==> src/rtl/aar_pkg.sv <==
package aar_pkg;
  localparam int unsigned DATA_W    = 64;
  localparam int unsigned HALF_W    = 32;
  localparam int unsigned HI_FLD_W  = 12;
  localparam int unsigned HI_FLD_LSB = 32;
  localparam int unsigned SIZE_LSB  = 1;
  localparam int unsigned SIZE_W    = 5;
  localparam int unsigned BASE_LSB  = 12;
  localparam int unsigned BASE_W    = 32;
  localparam logic [DATA_W-1:0] LO_WR_MASK = 64'h0000_0FFF_FFFF_F03F;
  localparam logic [DATA_W-1:0] WIN_RST    = 64'h0000_0000_0000_0022;

  typedef logic [DATA_W-1:0] entry_t;

  typedef struct packed {
    logic              en;
    logic [SIZE_W-1:0] size_exp;
    logic [BASE_W-1:0] base;
  } win_attr_t;

  function automatic win_attr_t decode_win(entry_t e);
    win_attr_t w;
    w.en       = e[0];
    w.size_exp = e[SIZE_LSB +: SIZE_W];
    w.base     = e[BASE_LSB +: BASE_W];
    return w;
  endfunction
endpackage

==> src/rtl/aar_index_reg.sv <==
module aar_index_reg #(
  parameter int unsigned IDX_W       = 6,
  parameter int unsigned NUM_ENTRIES = 2
) (
  input  logic             clk,
  input  logic             rst_n,
  input  logic             we,
  input  logic [IDX_W-1:0] wval,
  output logic [IDX_W-1:0] idx_q
);
  logic             accept;
  logic             ld_en;
  logic [IDX_W-1:0] idx_d;

  always_comb begin
    accept = (wval < IDX_W'(NUM_ENTRIES));
    ld_en  = we & accept;
    idx_d  = ld_en ? wval : idx_q;
  end

  always_ff @(posedge clk or negedge rst_n) begin
    if (!rst_n) begin
      idx_q <= '0;
    end else if (ld_en) begin
      idx_q <= idx_d;
    end
  end
endmodule

==> src/rtl/aar_entry.sv <==
module aar_entry
  import aar_pkg::*;
#(
  parameter logic [DATA_W-1:0] RST_VAL = '0
) (
  input  logic   clk,
  input  logic   rst_n,
  input  logic   lo_we,
  input  logic   hi_we,
  input  entry_t wdata,
  output entry_t q
);
  entry_t d;
  logic   upd_en;

  always_comb begin
    d      = q;
    upd_en = lo_we | hi_we;
    if (lo_we) begin
      d = wdata & LO_WR_MASK;
    end
    if (hi_we) begin
      d[HI_FLD_LSB +: HI_FLD_W] = wdata[HI_FLD_W-1:0];
    end
  end

  always_ff @(posedge clk or negedge rst_n) begin
    if (!rst_n) begin
      q <= RST_VAL;
    end else if (upd_en) begin
      q <= d;
    end
  end
endmodule

==> src/rtl/aar_read_mux.sv <==
module aar_read_mux
  import aar_pkg::*;
#(
  parameter int unsigned IDX_W       = 6,
  parameter int unsigned NUM_ENTRIES = 2
) (
  input  logic [NUM_ENTRIES-1:0][DATA_W-1:0] entries,
  input  logic [IDX_W-1:0]                   idx,
  output entry_t                             rd_full,
  output entry_t                             rd_lo,
  output entry_t                             rd_hi
);
  entry_t sel;

  always_comb begin
    sel = '0;
    for (int i = 0; i < NUM_ENTRIES; i++) begin
      if (idx == IDX_W'(i)) begin
        sel = entries[i];
      end
    end
    rd_full = sel;
    rd_lo   = {{(DATA_W-HALF_W){sel[HALF_W-1]}}, sel[HALF_W-1:0]};
    rd_hi   = {{HALF_W{1'b0}}, sel[DATA_W-1:HALF_W]};
  end
endmodule

==> src/rtl/aar_regpair.sv <==
module aar_regpair
  import aar_pkg::*;
#(
  parameter int unsigned IDX_W          = 6,
  parameter int unsigned NUM_ENTRIES    = 2,
  parameter bit          WINDOW_PRESENT = 1'b1
) (
  input  logic              clk,
  input  logic              rst_n,
  input  logic              idx_we,
  input  logic              lo_we,
  input  logic              hi_we,
  input  logic [DATA_W-1:0] wdata,
  output logic [IDX_W-1:0]  idx_o,
  output logic [DATA_W-1:0] rd_full_o,
  output logic [DATA_W-1:0] rd_lo_o,
  output logic [DATA_W-1:0] rd_hi_o,
  output logic              reconf_o,
  output logic              win_en_o,
  output logic [SIZE_W-1:0] win_size_o,
  output logic [BASE_W-1:0] win_base_o
);
  localparam logic [DATA_W-1:0] ENTRY0_RST = WINDOW_PRESENT ? WIN_RST : '0;

  logic [1:0] rst_pipe;
  logic       rst_sync_n;

  always_ff @(posedge clk or negedge rst_n) begin
    if (!rst_n) begin
      rst_pipe <= 2'b00;
    end else begin
      rst_pipe <= {rst_pipe[0], 1'b1};
    end
  end
  assign rst_sync_n = rst_pipe[1];

  logic [IDX_W-1:0]                   idx_q;
  logic [NUM_ENTRIES-1:0]             hit;
  logic [NUM_ENTRIES-1:0][DATA_W-1:0] ent_q;

  aar_index_reg #(.IDX_W(IDX_W), .NUM_ENTRIES(NUM_ENTRIES)) u_idx (
    .clk   (clk),
    .rst_n (rst_sync_n),
    .we    (idx_we),
    .wval  (wdata[IDX_W-1:0]),
    .idx_q (idx_q)
  );

  always_comb begin
    for (int i = 0; i < NUM_ENTRIES; i++) begin
      hit[i] = (idx_q == IDX_W'(i));
    end
  end

  for (genvar g = 0; g < NUM_ENTRIES; g++) begin : g_ent
    aar_entry #(.RST_VAL((g == 0) ? ENTRY0_RST : '0)) u_ent (
      .clk   (clk),
      .rst_n (rst_sync_n),
      .lo_we (lo_we & hit[g]),
      .hi_we (hi_we & hit[g]),
      .wdata (wdata),
      .q     (ent_q[g])
    );
  end

  aar_read_mux #(.IDX_W(IDX_W), .NUM_ENTRIES(NUM_ENTRIES)) u_rd (
    .entries (ent_q),
    .idx     (idx_q),
    .rd_full (rd_full_o),
    .rd_lo   (rd_lo_o),
    .rd_hi   (rd_hi_o)
  );

  logic reconf_d;
  logic reconf_q;

  always_comb begin
    reconf_d = hit[0] & (lo_we | hi_we);
  end

  always_ff @(posedge clk or negedge rst_sync_n) begin
    if (!rst_sync_n) begin
      reconf_q <= 1'b0;
    end else begin
      reconf_q <= reconf_d;
    end
  end

  win_attr_t win;
  always_comb begin
    win        = decode_win(ent_q[0]);
    win_en_o   = win.en;
    win_size_o = win.size_exp;
    win_base_o = win.base;
    idx_o      = idx_q;
    reconf_o   = reconf_q;
  end
endmodule

==> config.mk <==
export PLATFORM = sky130hd
export DESIGN_NAME = aar_regpair
export DESIGN_NICKNAME = d
export VERILOG_FILES = /design/src/rtl/aar_pkg.sv /design/src/rtl/aar_index_reg.sv /design/src/rtl/aar_entry.sv /design/src/rtl/aar_read_mux.sv /design/src/rtl/aar_regpair.sv
export SDC_FILE = /design/constraint.sdc
export NUM_CORES = 1
export LEC_CHECK = 0
export ABC_CLOCK_PERIOD_IN_PS = 2700
export BUFFER_PORTS_ARGS = -buffer_cell sky130_fd_sc_hd__buf_2
export CAP_MARGIN = 10
export CORE_ASPECT_RATIO = 0.5
export CORE_MARGIN = 5
export CORE_UTILIZATION = 40
export CTS_CLUSTER_SIZE = 30
export DETAILED_ROUTE_END_ITERATION = 12
export GPL_TIMING_DRIVEN = 0
export PLACE_DENSITY_LB_ADDON = 0.2
export SETUP_SLACK_MARGIN = 0.15
export SYNTH_ARGS = -nofsm -noshare
export SYNTH_HDL_FRONTEND = slang
export SYNTH_SLANG_ARGS = --single-unit
==> constraint.sdc <==
create_clock -name clk -period 2.7 [get_ports clk]
set_input_delay 0.405 -clock clk [delete_from_list [all_inputs] [get_ports clk]]
set_output_delay 0.405 -clock clk [all_outputs]
set_load 0.02 [all_outputs]
# After elaboration in Yosys (flattened, before gate mapping)

Cells that the tools add are included.

$add $sub $neg: 0
Multipliers: 0
Divide/modulo/power cells: 0
Order comparisons: 1
Eq/ne operators: 1
Shift-type cells: 0
Multiplexer cells: 6
Bitwise operators: 9
Reduce and logical (&&, ||, !) cells: 7

Operators by type and width:

| operator                                             | number |
|---|---|
| 2-to-1 mux 44 bit                                    | 4 |
| 2-to-1 mux 12 bit                                    | 2 |
| AND reduction 2 bit                                  | 4 |
| AND 1 bit                                            | 6 |
| equality test 6 x 1 -> 1 bit (second input constant) | 1 |
| logical NOT 6 bit                                    | 1 |
| < comparator 6 x 2 -> 1 bit (second input constant)  | 1 |
| nonzero test 2 bit                                   | 2 |
| OR 1 bit                                             | 3 |

Register bits after elaboration: 85
Bits in latches: 0
RAM bits: 0
Memory bits (read-only): 0
Output and inout port bits: 237
Logic and storage cells: 31
Memories kept: 0

# Logic depth before layout (Yosys ltp)

Word-level depth: 4
Gate-level depth with buffers: 6
Gate-level depth less buffers: 3

# Modules after synthesis

A second synthesis with hierarchy kept.

Cell total of the unflattened synthesis: 571
Area total of the unflattened synthesis: 6190.9 µm²

Modules (own cells, without submodules):

| module                      | times used | cells each | area each (µm²) | seq. area each (µm²) |
|---|---|---|---|---|
| aar_read_mux                | 1          | 279        | 2377.3          | 0.0 |
| aar_entry at g_ent[0].u_ent | 1          | 133        | 1720.4          | 953.4 |
| aar_entry at g_ent[1].u_ent | 1          | 133        | 1717.9          | 950.9 |
| aar_index_reg               | 1          | 14         | 226.5           | 150.1 |
| aar_regpair                 | 1          | 12         | 148.9           | 75.1 |

# Worst setup path before layout

No wires, ideal clock.

Path kind: reg2out
Start: register u_idx.idx_q[3]
End: output rd_lo_o[31]
Arrival: 2998 ps
Setup slack: -703 ps
Stages on the path, launching flop included: 7
Buffers on the path: 3
Path through: dfrtp_1 > nor3_4 > nand2_1 > clkbuf_1 > clkbuf_1 > nor2_1 > buf_4

Cells in the longest elaborated chain, start to end: 3

Ends and longest elaborated chain:

| item                   | line                | RTL |
|---|---|---|
| from (decl)            | aar_index_reg.sv:9  | `output logic [IDX_W-1:0] idx_q` |
| from (signal assigned) | aar_index_reg.sv:25 | `idx_q <= idx_d;` |
| logical NOT 6 bit      | aar_read_mux.sv:18  | `if (idx == IDX_W'(i)) begin` |
| 2-to-1 mux 44 bit      | aar_read_mux.sv:18  |  |
| 2-to-1 mux 44 bit *    | aar_read_mux.sv:18  |  |
| to (decl)              | aar_regpair.sv:16   | `output logic [DATA_W-1:0] rd_lo_o,` |

Mark *: on every way between the ends. The rest lies on a longest branch, timed or not.

# Worst setup path after layout

Start: register u_idx.idx_q[1]
End: output rd_lo_o[47]

Same word-level chain as after synthesis.

==> run_results.csv <==
group,metric,value,unit
die,dieArea,0.0157,mm2
layout,diodes,0,
grt,antenna_found_initial,0,
clocking,clockBufferDepth,2,
die,core,0.0128,mm2
synth,synth_top_area_share,39.4,%
clocking,cts_num_sinks,85,
route,vias,3951,
grt,met2_usage,29.5,%
die,die_w,172,um
clocking,htreeDepth,3,
synth,synthTopCellsByCount,"buf_4 (192), dfrtp_1 (83), mux2_2 (52), nor2_1 (39), mux2i_1 (38)",
power_and_ir_drop,vdd_drop_max,462,uV
route,wl_per_cell,13.7,um
sta,clock.fmax,413,MHz
synth,post-synth-top-count-cell,"buf_4",
sta,rsz0062_at_grt,"no",
route,viasPerCell,4.11,
setup_path,worstPathMaxFanout,17,
power_and_ir_drop,power.density,935,mW/mm2
sta,worst_pin_slew,0.639,ns
synth,synth_area_leaders,"dfrtp_1 (39%), buf_4 (27%), mux2_2 (11%)",
grt,grt_pass1_wl,20.4,mm
clocking,cts_tree,"yes",
clocking,cts_root_buffer,"clkbuf_16",
synth,ys_types,30,
setup_path,slowest_delay,0.41,ns
die,fp.dieH,91.2,um
synth,synth_edf_count,0,
synth,avgSynthCellArea,10.9,um2
setup_path,slowest_stage,"dfrtp_1",
sta,max_slew_margin,57.0,%
synth,ys_seq_area_share,40.4,%
layout,drive_above_1_share,62.7,%
min_path,min-delay-start,"wdata[20]",
setup_path,ff2ff_setup_slack,1.03,ns
clocking,clk_latency,0.33,ns
route,dr.pass1.iters,4,
sta,finalCritPeriodShare,89.7,%
layout,fin_cells,961,
min_path,hp-class,"input port to register",
sta,setup_viol,0,
route,drc,0,
die,ios,306,
power_and_ir_drop,leakagePower,3.95,nW
layout,fin_area,0.00726,mm2
sta,fin_skew,0.00580,ns
setup_path,r2r-end,"g_ent[0].u_ent.q[17]",
min_path,min_path_cells,2,
setup_path,critPathTopFamily,"buffers and inverters",
synth,yosys.area.top_type,"dfrtp_1",
sta,slew_viol_final,0,
setup_path,critPathKind,"register to output port",
sta,post-route-min-period,2.42,ns
die,initial_utilization,41.3,%
synth,ys_async_sr_fraction,100,%
setup_path,path_buf_inv,5,
layout,nets,855,
setup_path,crit_required,2.30,ns
setup_path,r2r_start,"u_idx.idx_q[1]",
grt,grt-busiest-layer,"met2",
grt,grt_pass1_vias,3843,
synth,yosysWarnings,0,
placement,post-dp-hpwl,10.5,mm
sta,final_hold_viol_count,0,
min_path,whs_endpoint,"g_ent[0].u_ent.q[20]",
grt,use_met1,19.2,%
placement,io_buffers,201,
setup_path,worstSetupEndpointType,"output port",
grt,grt_overflow,0,
setup_path,start_kind,"register",
setup_path,cp.arrival,2.02,ns
layout,final_util,56.9,%
die,fp-row-count,29,
setup_path,crit_chain,"nor3_4, nand2_1, clkbuf_4, clkbuf_8, nor2_4, buf_12, buf_4, buf_2",
clocking,cts_buffers,9,
placement,placedCellCount,937,
setup_path,ff2ff_path_depth,5,
outcome,status,"complete, no violations",
job,drv_cap,0,
route,initialDrtViolationCount,83,
grt,grt_max_degree,44,
synth,ys_ff_latch,85,
layout,area_delta_synth_final,37.8,%
synth,ys.flop_type,"dfrtp_1",
route,antenna_left,0,
synth,netlist_instances,482,
placement,place.gp.congestion,0.775,
synth,synthesis.area,0.00527,mm2
route,drt-total-wl,13.2,mm
layout,fillerInstances,1167,
grt,grt_use_met3,4.12,%
clocking,clk_pin_slew_worst_paths,0.06,ns
grt,grt_usage,16.0,%
placement,postPlaceCellArea,0.00683,mm2
==> report_power, final <==
part	total (W)	switching, W	internal, W
Clock	0.00127	0.000484	0.000788
Combinational	0.00364	0.00193	0.00171
Sequential	0.00188	0.000231	0.00165
==> flip-flops by register name (all words and copies together), names as in the netlist <==
name and count:
reconf_o 1, u_idx.idx_q 6, rst_pipe 2, g_ent.u_ent.q 76
==> kinds of logic after synthesis <==
family	Yosys count	synth area share, %
buffers and inverters	211	29.4
multiplexers	91	18.6
flip-flops	85	40.4
AND/OR/NAND/NOR	57	5.98
AO/OA/AOI/OAI	36	5.39
other	2	0.143
==> layer usage <==
metal  routed length (um)  part of all wire (%)
met1                 5160                    39
met2                 7030                    53
met3                  951                   7.2
met4                   63                  0.48
met5                    0                     0
==> final cells by class <==
type,count,area (um2),share of cell area (%)
buffer,210,1570,21.6
clock buffer,12,267,3.67
timing repair buffer,209,1090,15.1
clock inverter,4,45.0,0.620
multi-input combinational,270,1940,26.7
inverter,1,3.75,0.0517
tap,170,213,2.93
sequential,85,2130,29.4
==> worst max path at each step <==
stage,startpoint,to,depth (start not counted)
finish,u_idx.idx_q[1],rd_lo_o[47],8
global route,u_idx.idx_q[0],rd_hi_o[10],7
CTS,u_idx.idx_q[0],rd_hi_o[5],7
detailed placement,u_idx.idx_q[3],rd_lo_o[47],7
global placement,rst_pipe[1],g_ent[1].u_ent.q[29],0
floorplan,rst_pipe[1],g_ent[0].u_ent.q[0],0
==> placed cells by master, fill, tap and decap left out, types with 4 or more instances in the layout <==
cell,netlist,layout
buf_2,7,207
buf_4,192,199
conb_1,2,85
dfrtp_1,83,82
mux2_2,52,52
nor2_1,39,38
mux2i_1,38,37
a2bb2oi_1,24,24
o22ai_1,11,11
clkbuf_16,0,9
and2_1,5,5
clkbuf_8,0,4
buf_6,4,4
==> through the flow <==
step	hold slack (ns)	setup TNS (ns)	setup WS, ns	total power, W
after floorplan	0.109	0	0.161	0.00453
after global placement	0.191	-79.86	-0.862	0.00547
after detailed placement	0.196	-10.96	-0.334	0.00552
after CTS	0.307	0	0.204	0.00687
after global routing	0.308	0	0.152	0.00719
final	0.316	0	0.278	0.00679
==> what timing repair did <==
item,CTS,global route
hold buffers,1,0
gates resized for setup,13,2
cloned,1,0
buffers inserted,4,2
hold endpoints to repair,2,0
endpoints found under the setup margin,76,37
pin swaps,3,1
(Power assumes the default switching activity.)
